$ cat src/rtl/los_pkg.sv
package los_pkg;

    // Outcome of one completed symbol window
    typedef struct packed {
        logic done;   // one-cycle strobe: a window has just completed
        logic pass;   // completed window met density and zero-run limits
    } win_result_t;

endpackage

$ cat src/rtl/los_absence_timer.sv
module los_absence_timer #(
    parameter int LIMIT = 128
) (
    input  logic clk,
    input  logic rst_n,
    input  logic pulse_i,
    output logic absent_o
);
    localparam int CW = $clog2(LIMIT + 1);

    typedef struct packed {
        logic [CW-1:0] cnt;
    } tmr_state_t;

    tmr_state_t st_d, st_q;

    always_comb begin
        st_d = st_q;
        if (pulse_i) begin
            st_d.cnt = '0;
        end else if (st_q.cnt != CW'(LIMIT)) begin
            st_d.cnt = st_q.cnt + 1'b1;
        end
    end

    always_ff @(posedge clk) begin
        if (!rst_n) begin
            st_q <= '0;
        end else begin
            st_q <= st_d;
        end
    end

    assign absent_o = (st_q.cnt == CW'(LIMIT));

    AST_TIMER_RESTART: assert property (@(posedge clk) disable iff (!rst_n)
        pulse_i |=> (st_q.cnt == '0));
    AST_TIMER_BOUND: assert property (@(posedge clk) disable iff (!rst_n)
        st_q.cnt <= CW'(LIMIT));

endmodule

$ cat src/rtl/los_window_eval.sv
module los_window_eval #(
    parameter int WINDOW   = 128,
    parameter int MIN_ONES = 26,
    parameter int MAX_RUN  = 64
) (
    input  logic                  clk,
    input  logic                  rst_n,
    input  logic                  sym_en_i,
    input  logic                  sym_pulse_i,
    output los_pkg::win_result_t  result_o
);
    localparam int SW = $clog2(WINDOW);
    localparam int OW = $clog2(WINDOW + 1);
    localparam int RW = $clog2(MAX_RUN + 1);

    typedef struct packed {
        logic [SW-1:0] sym_cnt;
        logic [OW-1:0] ones;
        logic [RW-1:0] run;
        logic          run_fail;
        logic          done;
        logic          pass;
    } win_state_t;

    win_state_t    st_d, st_q;
    logic [OW-1:0] ones_nx;
    logic [RW-1:0] run_nx;
    logic          fail_nx;
    logic          last_sym;

    always_comb begin
        st_d     = st_q;
        st_d.done = 1'b0;
        st_d.pass = 1'b0;
        last_sym = (st_q.sym_cnt == SW'(WINDOW - 1));
        ones_nx  = st_q.ones + (sym_pulse_i ? OW'(1) : OW'(0));
        if (sym_pulse_i) begin
            run_nx = '0;
        end else if (st_q.run == RW'(MAX_RUN)) begin
            run_nx = st_q.run;
        end else begin
            run_nx = st_q.run + 1'b1;
        end
        fail_nx = st_q.run_fail || (run_nx == RW'(MAX_RUN));
        if (sym_en_i) begin
            if (last_sym) begin
                st_d.done     = 1'b1;
                st_d.pass     = (ones_nx >= OW'(MIN_ONES)) && !fail_nx;
                st_d.sym_cnt  = '0;
                st_d.ones     = '0;
                st_d.run      = '0;
                st_d.run_fail = 1'b0;
            end else begin
                st_d.sym_cnt  = st_q.sym_cnt + 1'b1;
                st_d.ones     = ones_nx;
                st_d.run      = run_nx;
                st_d.run_fail = fail_nx;
            end
        end
    end

    always_ff @(posedge clk) begin
        if (!rst_n) begin
            st_q <= '0;
        end else begin
            st_q <= st_d;
        end
    end

    assign result_o.done = st_q.done;
    assign result_o.pass = st_q.pass;

    AST_ONES_LE_SYMS: assert property (@(posedge clk) disable iff (!rst_n)
        OW'(st_q.sym_cnt) >= st_q.ones);
    AST_DONE_AFTER_SYM: assert property (@(posedge clk) disable iff (!rst_n)
        sym_en_i && (st_q.sym_cnt != SW'(WINDOW - 1)) |=> !st_q.done);
    AST_WINDOW_RESTART: assert property (@(posedge clk) disable iff (!rst_n)
        st_q.done |-> (st_q.sym_cnt == '0) && (st_q.ones == '0));
    AST_RUN_BOUND: assert property (@(posedge clk) disable iff (!rst_n)
        st_q.run <= RW'(MAX_RUN));
    AST_PASS_WITH_DONE: assert property (@(posedge clk) disable iff (!rst_n)
        st_q.pass |-> st_q.done);

endmodule

$ cat src/rtl/los_qualifier.sv
module los_qualifier #(
    parameter int REF_LIMIT = 128,
    parameter int WINDOW    = 128,
    parameter int MIN_ONES  = 26,
    parameter int MAX_RUN   = 64
) (
    input  logic clk,
    input  logic rst_n,
    input  logic amp_pulse,
    input  logic sym_en,
    input  logic sym_pulse,
    input  logic squelch_dis,
    output logic los,
    output logic squelch
);
    typedef struct packed {
        logic los;
    } top_state_t;

    top_state_t           st_d, st_q;
    logic                 absent;
    los_pkg::win_result_t win_res;

    los_absence_timer #(
        .LIMIT (REF_LIMIT)
    ) u_timer (
        .clk      (clk),
        .rst_n    (rst_n),
        .pulse_i  (amp_pulse),
        .absent_o (absent)
    );

    los_window_eval #(
        .WINDOW   (WINDOW),
        .MIN_ONES (MIN_ONES),
        .MAX_RUN  (MAX_RUN)
    ) u_window (
        .clk         (clk),
        .rst_n       (rst_n),
        .sym_en_i    (sym_en),
        .sym_pulse_i (sym_pulse),
        .result_o    (win_res)
    );

    always_comb begin
        st_d = st_q;
        if (absent) begin
            st_d.los = 1'b1;
        end else if (win_res.done && win_res.pass) begin
            st_d.los = 1'b0;
        end
    end

    always_ff @(posedge clk) begin
        if (!rst_n) begin
            st_q.los <= 1'b1;
        end else begin
            st_q <= st_d;
        end
    end

    assign los     = st_q.los;
    assign squelch = st_q.los & ~squelch_dis;

    AST_DECLARE_ON_ABSENCE: assert property (@(posedge clk) disable iff (!rst_n)
        absent |=> los);
    AST_CLEAR_NEEDS_PASS: assert property (@(posedge clk) disable iff (!rst_n)
        $fell(los) |-> $past(win_res.done && win_res.pass));
    AST_RISE_NEEDS_ABSENCE: assert property (@(posedge clk) disable iff (!rst_n)
        $rose(los) |-> $past(absent));
    AST_SQUELCH_DISABLED: assert property (@(posedge clk) disable iff (!rst_n)
        squelch_dis |-> !squelch);

endmodule

$ cat config.mk
export PLATFORM = sky130hd
export DESIGN_NAME = los_qualifier
export DESIGN_NICKNAME = d
export VERILOG_FILES = /design/src/rtl/los_pkg.sv /design/src/rtl/los_absence_timer.sv /design/src/rtl/los_window_eval.sv /design/src/rtl/los_qualifier.sv
export SDC_FILE = /design/constraint.sdc
export NUM_CORES = 1
export LEC_CHECK = 0
export ABC_AREA = 1
export CAP_MARGIN = 30
export CORE_ASPECT_RATIO = 1.1
export CORE_MARGIN = 4
export CORE_UTILIZATION = 50
export DETAILED_ROUTE_END_ITERATION = 16
export PLACE_DENSITY_LB_ADDON = 0.3
export SLEW_MARGIN = 40
export SYNTH_ARGS = -nofsm -noshare
export SYNTH_HDL_FRONTEND = slang
export SYNTH_SLANG_ARGS = --single-unit
$ cat constraint.sdc
create_clock -name clk -period 3 [get_ports clk]
set_input_delay 0.3 -clock clk [delete_from_list [all_inputs] [get_ports clk]]
set_output_delay 0.3 -clock clk [all_outputs]
set_load 0.05 [all_outputs]
==> results.cfg, run 1 <==
[status]
outcome = finished clean

[clock_tree]
cts.reportedPaths.clkPinSlew_ps = 120
cts_root_buffer = clkbuf_4
cts_tree = built
clock-sinks = 34
cts_hold_buf = 0
cts_buffers = 5
ctsResizeCount = 0
ctsLongestPathBuffers = 2
insertion_delay_ps = 340
htreeDepth = 2
cts_setup_buffers = 0

[hold_path]
holdPathStages = 2
hold_end = u_window.st_q[10]
holdCritStartpoint = u_window.st_q[10]
hp-class = reg -> reg

[sta]
hold_slack_ps = 478
tightest_slew_ps = 729
setup_viol = 0
fmax_mhz = 517
post-route-min-period_ps = 1930
grt_setup_unrepaired = false
hold_viol_final = 0
finalCritPeriodShare_pct = 64.4
slew_headroom_pct = 51.4
finalMaxSlewViolations = 0
fin_skew_ps = 12.4
fin_setup_tns_ps = 0

[setup_path]
worst-setup-path-type = reg -> out
cp-start-kind = flop
crit_fanout = 3
slowest_stage = clkdlybuf4s50_1
max_stage_delay_ps = 800
crit_path_cell_trace = inv_1, nor2_1, clkdlybuf4s50_1
critPathTopFamily = buffers and inverters
reg2reg_to = u_window.st_q[8]
critical_path_arrival_ps = 1630
end_kind = output pin
rrSetupSlack_ps = 1430
reg2regPathDepth = 8
r2r-start = u_window.st_q[18]
path_buf_inv = 2
critical_path_required_ps = 2700

[routing]
drtAntennaViolNets = 0
drc = 0
num_vias = 1544
wirelength_mm = 3.28
firstDrtPassIters = 4
first_iter_violations = 72
viasPerCell = 5.05
wl_per_cell_um = 10.7

[synth]
syn-instance-count = 248
synth_seq_cells = 34
yosysWarningCount = 0
seq_area_frac_synth_pct = 38.0
avgSynthCellArea_um2 = 7.23
syn_area_mm2 = 0.00179
syn_nets = 261
synth_cell_type_count = 35

[cells_and_area]
mostFrequentLayoutCells = nand2_1, dfxtp_1, nor2_1
drive_above_1_share_pct = 11.6
fin_nets = 270
final_common_cell = nand2_1
antennaDiodeCount = 0
num-fill-cells = 327
area_delta_synth_final_pct = 11.9
postLayoutCellArea_mm2 = 0.00201

[die]
die_x_um = 65.1
rows = 22
core_area_mm2 = 0.00339
initial_core_util_pct = 53.0
ios = 8
die_h_um = 70.8
die_area_mm2 = 0.00461

[flow_run]
cap_viol_max_count = 0

[global_routing]
grt.total_usage_pct = 16.1
grt_max_degree = 22
grt-ovfl-total = 0
grt_pass1_vias = 1415
grt_first_pass_wirelength_mm = 5.93
antenna_found_initial = 0

[power_and_ir_drop]
ir_drop_v = 0.000272
power_density_mw_per_mm2 = 481
p_total_uw = 964
leakage_nw = 0.777

[place]
dpl.hpwl_mm = 2.33
io_buffer_count = 7
place.gp.congestion = 0.800
placed_cell_area_mm2 = 0.00189
-- logic make-up (layout without fill, tap and decap cells) --
group | Yosys count | count (layout) | synth area share (%)
simple gates | 128 | 128 | 33.1
buf+inv | 36 | 46 | 8.09
compound gates | 35 | 35 | 11.6
flops | 34 | 34 | 38.0
xor+xnor | 8 | 8 | 4.33
fa+ha+maj | 7 | 7 | 4.88
-- worst max path at each step --
stage                     start         endpoint  slack, ps  cells after the start
after global routing        los          squelch        970                      3
after global placement    rst_n  u_timer.st_q[6]       1020                      6
after CTS                   los          squelch       1040                      3
after detailed placement  rst_n  u_timer.st_q[6]        980                      6
after floorplan             los          squelch       1340                      2
final                       los          squelch       1070                      3
-- state kept, by name, indices dropped and copies added, names as in the netlist --
signal	cells
u_window.result_o	2
u_timer.st_q	8
u_window.st_q	23
los	1
-- cells in the mapped netlist --
cell type / number / area share, %
clkinv_1: 2 / 0.42
inv_1: 26 / 5.4
ha_1: 7 / 4.9
nor3_4: 1 / 0.91
nand2_2: 4 / 1.4
xnor2_1: 5 / 2.4
nor2_2: 4 / 1.4
nand2_1: 52 / 11
nor3_1: 3 / 0.84
clkbuf_1: 1 / 0.21
nor2_1: 30 / 6.3
nand3_2: 3 / 1.7
dfxtp_1: 34 / 38
or2_1: 1 / 0.35
a21oi_2: 1 / 0.49
a211oi_1: 1 / 0.42
buf_6: 1 / 0.63
o21ai_2: 1 / 0.49
a2bb2oi_1: 1 / 0.49
a21oi_1: 22 / 6.1
nand4_1: 7 / 2.4
xor2_1: 2 / 0.98
o21ai_0: 4 / 1.1
buf_2: 2 / 0.56
or2_2: 1 / 0.35
inv_2: 3 / 0.63
buf_1: 1 / 0.21
nand3_1: 20 / 5.6
xor2_2: 1 / 0.91
nor2_4: 1 / 0.63
o21a_1: 1 / 0.42
o21bai_1: 1 / 0.42
o22ai_1: 1 / 0.35
o21bai_2: 2 / 1.3
nor3b_1: 1 / 0.42
-- layout make-up --
cell class	instances	area [µm²]	share of cell area [%]
Tap cell	48	60.1	2.99
Clock inverter	2	60.1	2.99
Timing Repair Buffer	7	70.1	3.49
Sequential cell	34	681	33.9
Inverter	31	116	5.80
Clock buffer	6	51.3	2.56
Multi-Input combinational cell	178	967	48.2
-- worst min-delay path, stage by stage (launching register included) --
cell and delay, ps:
dfxtp_1 330, nand2_1 60, a21oi_1 50
-- report_power, final --
part           internal (mW)  total [mW]  switching [mW]
sequential             0.457       0.463         0.00563
combinational         0.0205      0.0561          0.0356
clock                  0.282       0.445           0.162
total                  0.760       0.964           0.203
-- per-stage QoR --
step	cells	setup slack [ps]	util (%)
finish	306	1070	59.2
CTS	306	1040	59.2
global route	306	967	59.2
detailed placement	298	984	55.9
global placement	298	1020	55.9
floorplan	248	1340	-
-- per-layer routing --
metal	share of wire [%]	vias up	global-route usage (%)
met2	48	20	26.3
li1	-	821	-
met5	0	-	0
met1	47	697	19.8
met3	3.1	6	5.08
met4	1.6	0	6.22
No activity file was read; power rests on OpenSTA's default activity.
==> run 2, diff against run 1 <==
- clock period: 3 -> 1.75 ns (I/O delays scaled with it)
==> run 2 against run 1 <==
Against the previous run: sequential share of layout area decreased by 0.66 points; register-to-register slack worse by 1200 ps; combinational power is 91% higher; utilization up 1.2 points; final cell count grew 1.3%.
==> results.cfg, run 2 (synthesis results as in run 1) <==
[setup_path]
crit_fanout = 3
cp-start-kind = flop
slowest_stage = clkdlybuf4s50_1
end_kind = output pin
path_buf_inv = 1
worst-path-stages = 1
critPathTopFamily = buffers and inverters
max_stage_delay_ps = 810
critical_path_required_ps = 1570
worst-setup-path-type = reg -> out
critical_path_arrival_ps = 1510
reg2regPathDepth = 12
crit_path_cell_trace = clkdlybuf4s50_1

[sta]
finalMaxSlewViolations = 0
layout_setup_ws_ps = 69.7
tightest_slew_ps = 489
fin_skew_ps = 7.81
finalCritPeriodShare_pct = 96.0
grt_setup_unrepaired = false
post-route-min-period_ps = 1680
hold_viol_final = 0
setup_viol = 0
fin_setup_tns_ps = 0
fmax_mhz = 595
slew_headroom_pct = 67.3

[cells_and_area]
fin_cells = 310
multi_input_area_um2 = 967
largest_reg_flops = 23
area_delta_synth_final_pct = 14.1
fin_util_pct = 60.4
final_common_cell = nand2_1
fin_nets = 274
regArea_um2 = 681
top_register = u_window.st_q
postLayoutCellArea_mm2 = 0.00205
mostFrequentLayoutCells = nand2_1, dfxtp_1, nor2_1
num-fill-cells = 321
drive_above_1_share_pct = 13.4
antennaDiodeCount = 0

[status]
outcome = finished clean

[power_and_ir_drop]
leakage_nw = 0.803
power_frac_clock_pct = 45.7
pwr-share-comb_pct = 6.5
p_sw_uw = 349
swShare_pct = 21.0
power.internal_mw = 1.31
ir_drop_v = 0.000461
power_density_mw_per_mm2 = 811
p_seq_share_pct = 47.8

[place]
placed_cell_area_mm2 = 0.00193
dpl.hpwl_mm = 2.30
io_buffer_count = 7
dp.cells = 302
place_ws_ps = -32.0
place.gp.congestion = 0.801

[die]
core_area_mm2 = 0.00339
initial_core_util_pct = 53.0
rows = 22
die_h_um = 70.8
die_area_mm2 = 0.00461
die_x_um = 65.1
ios = 8

[global_routing]
grt_first_pass_wirelength_mm = 5.84
grt.total_usage_pct = 16.0
grt_max_degree = 21
grt-ovfl-total = 0
antenna_found_initial = 0
grt_pass1_vias = 1337

[clock_tree]
ctsLongestPathBuffers = 2
clock-sinks = 34
cts_hold_buf = 0
insertion_delay_ps = 340
ctsResizeCount = 0
cts_buffers = 5
cts.reportedPaths.clkPinSlew_ps = 110
cts_root_buffer = clkbuf_4
cts_setup_buffers = 0
htreeDepth = 2
cts_tree = built

[hold_path]
hp-class = reg -> reg
holdPathStages = 2

[routing]
wl_per_cell_um = 10.6
wirelength_mm = 3.30
first_iter_violations = 72
num_vias = 1558
drc = 0
firstDrtPassIters = 4
viasPerCell = 5.03
drtAntennaViolNets = 0

[flow_run]
cap_viol_max_count = 0
run 2: changes by cell type in the layout (fill, tap and decap cells not counted), sizes merged:
cell,delta
buf,+5
clkdlybuf4s50,-1
run 2: path summary, 6_finish.rpt:
| path | from | to | slack (ps) |
|---|---|---|---|
| worst max-delay path | los | los | 70 |
| worst min-delay path | u_window.st_q[24] | u_window.st_q[24] | 470 |
| worst max register to register | u_window.st_q[3] | u_window.result_o[0] | 210 |
| worst min register to register | u_window.st_q[24] | u_window.st_q[24] | 470 |
run 2: layout make-up:
cell class	count	area share (%)
tap	48	2.94
clock buffer	6	2.51
timing repair buffer	11	5.38
multi-input combinational	178	47.3
inverter	31	5.69
clock inverter	2	2.94
sequential	34	33.3
run 2: power groups by stage:
| stage | Clock [mW] | Sequential, mW | Combinational (mW) |
|---|---|---|---|
| finish | 0.759 | 0.794 | 0.107 |
| global route | 0.810 | 0.796 | 0.120 |
| CTS | 0.780 | 0.794 | 0.108 |
| detailed placement | 0 | 0.811 | 0.108 |
| global placement | 0 | 0.811 | 0.106 |
| floorplan | 0 | 0.810 | 0.0703 |
run 2: worst register-to-register path, delay by kind of cell, from the launching register on:
kind	cells	cell delay, ps
fa+ha+maj	1	200
buf+inv	2	150
simple gates	9	680
flops	1	420
run 2: routing by layer:
| metal | wire, µm | vias to the layer above | track usage (%) |
|---|---|---|---|
| met2 | 1450 | 44 | 25.0 |
| met4 | 62 | 0 | 5.53 |
| met3 | 218 | 7 | 4.76 |
| li1 | - | 827 | - |
| met1 | 1570 | 680 | 21.1 |
| met5 | 0 | - | 0 |
run 2: through the flow:
stage,power [mW],hold slack (ps)
global route,1.73,506
finish,1.66,468
floorplan,0.880,313
global placement,0.917,449
detailed placement,0.919,456
CTS,1.68,462
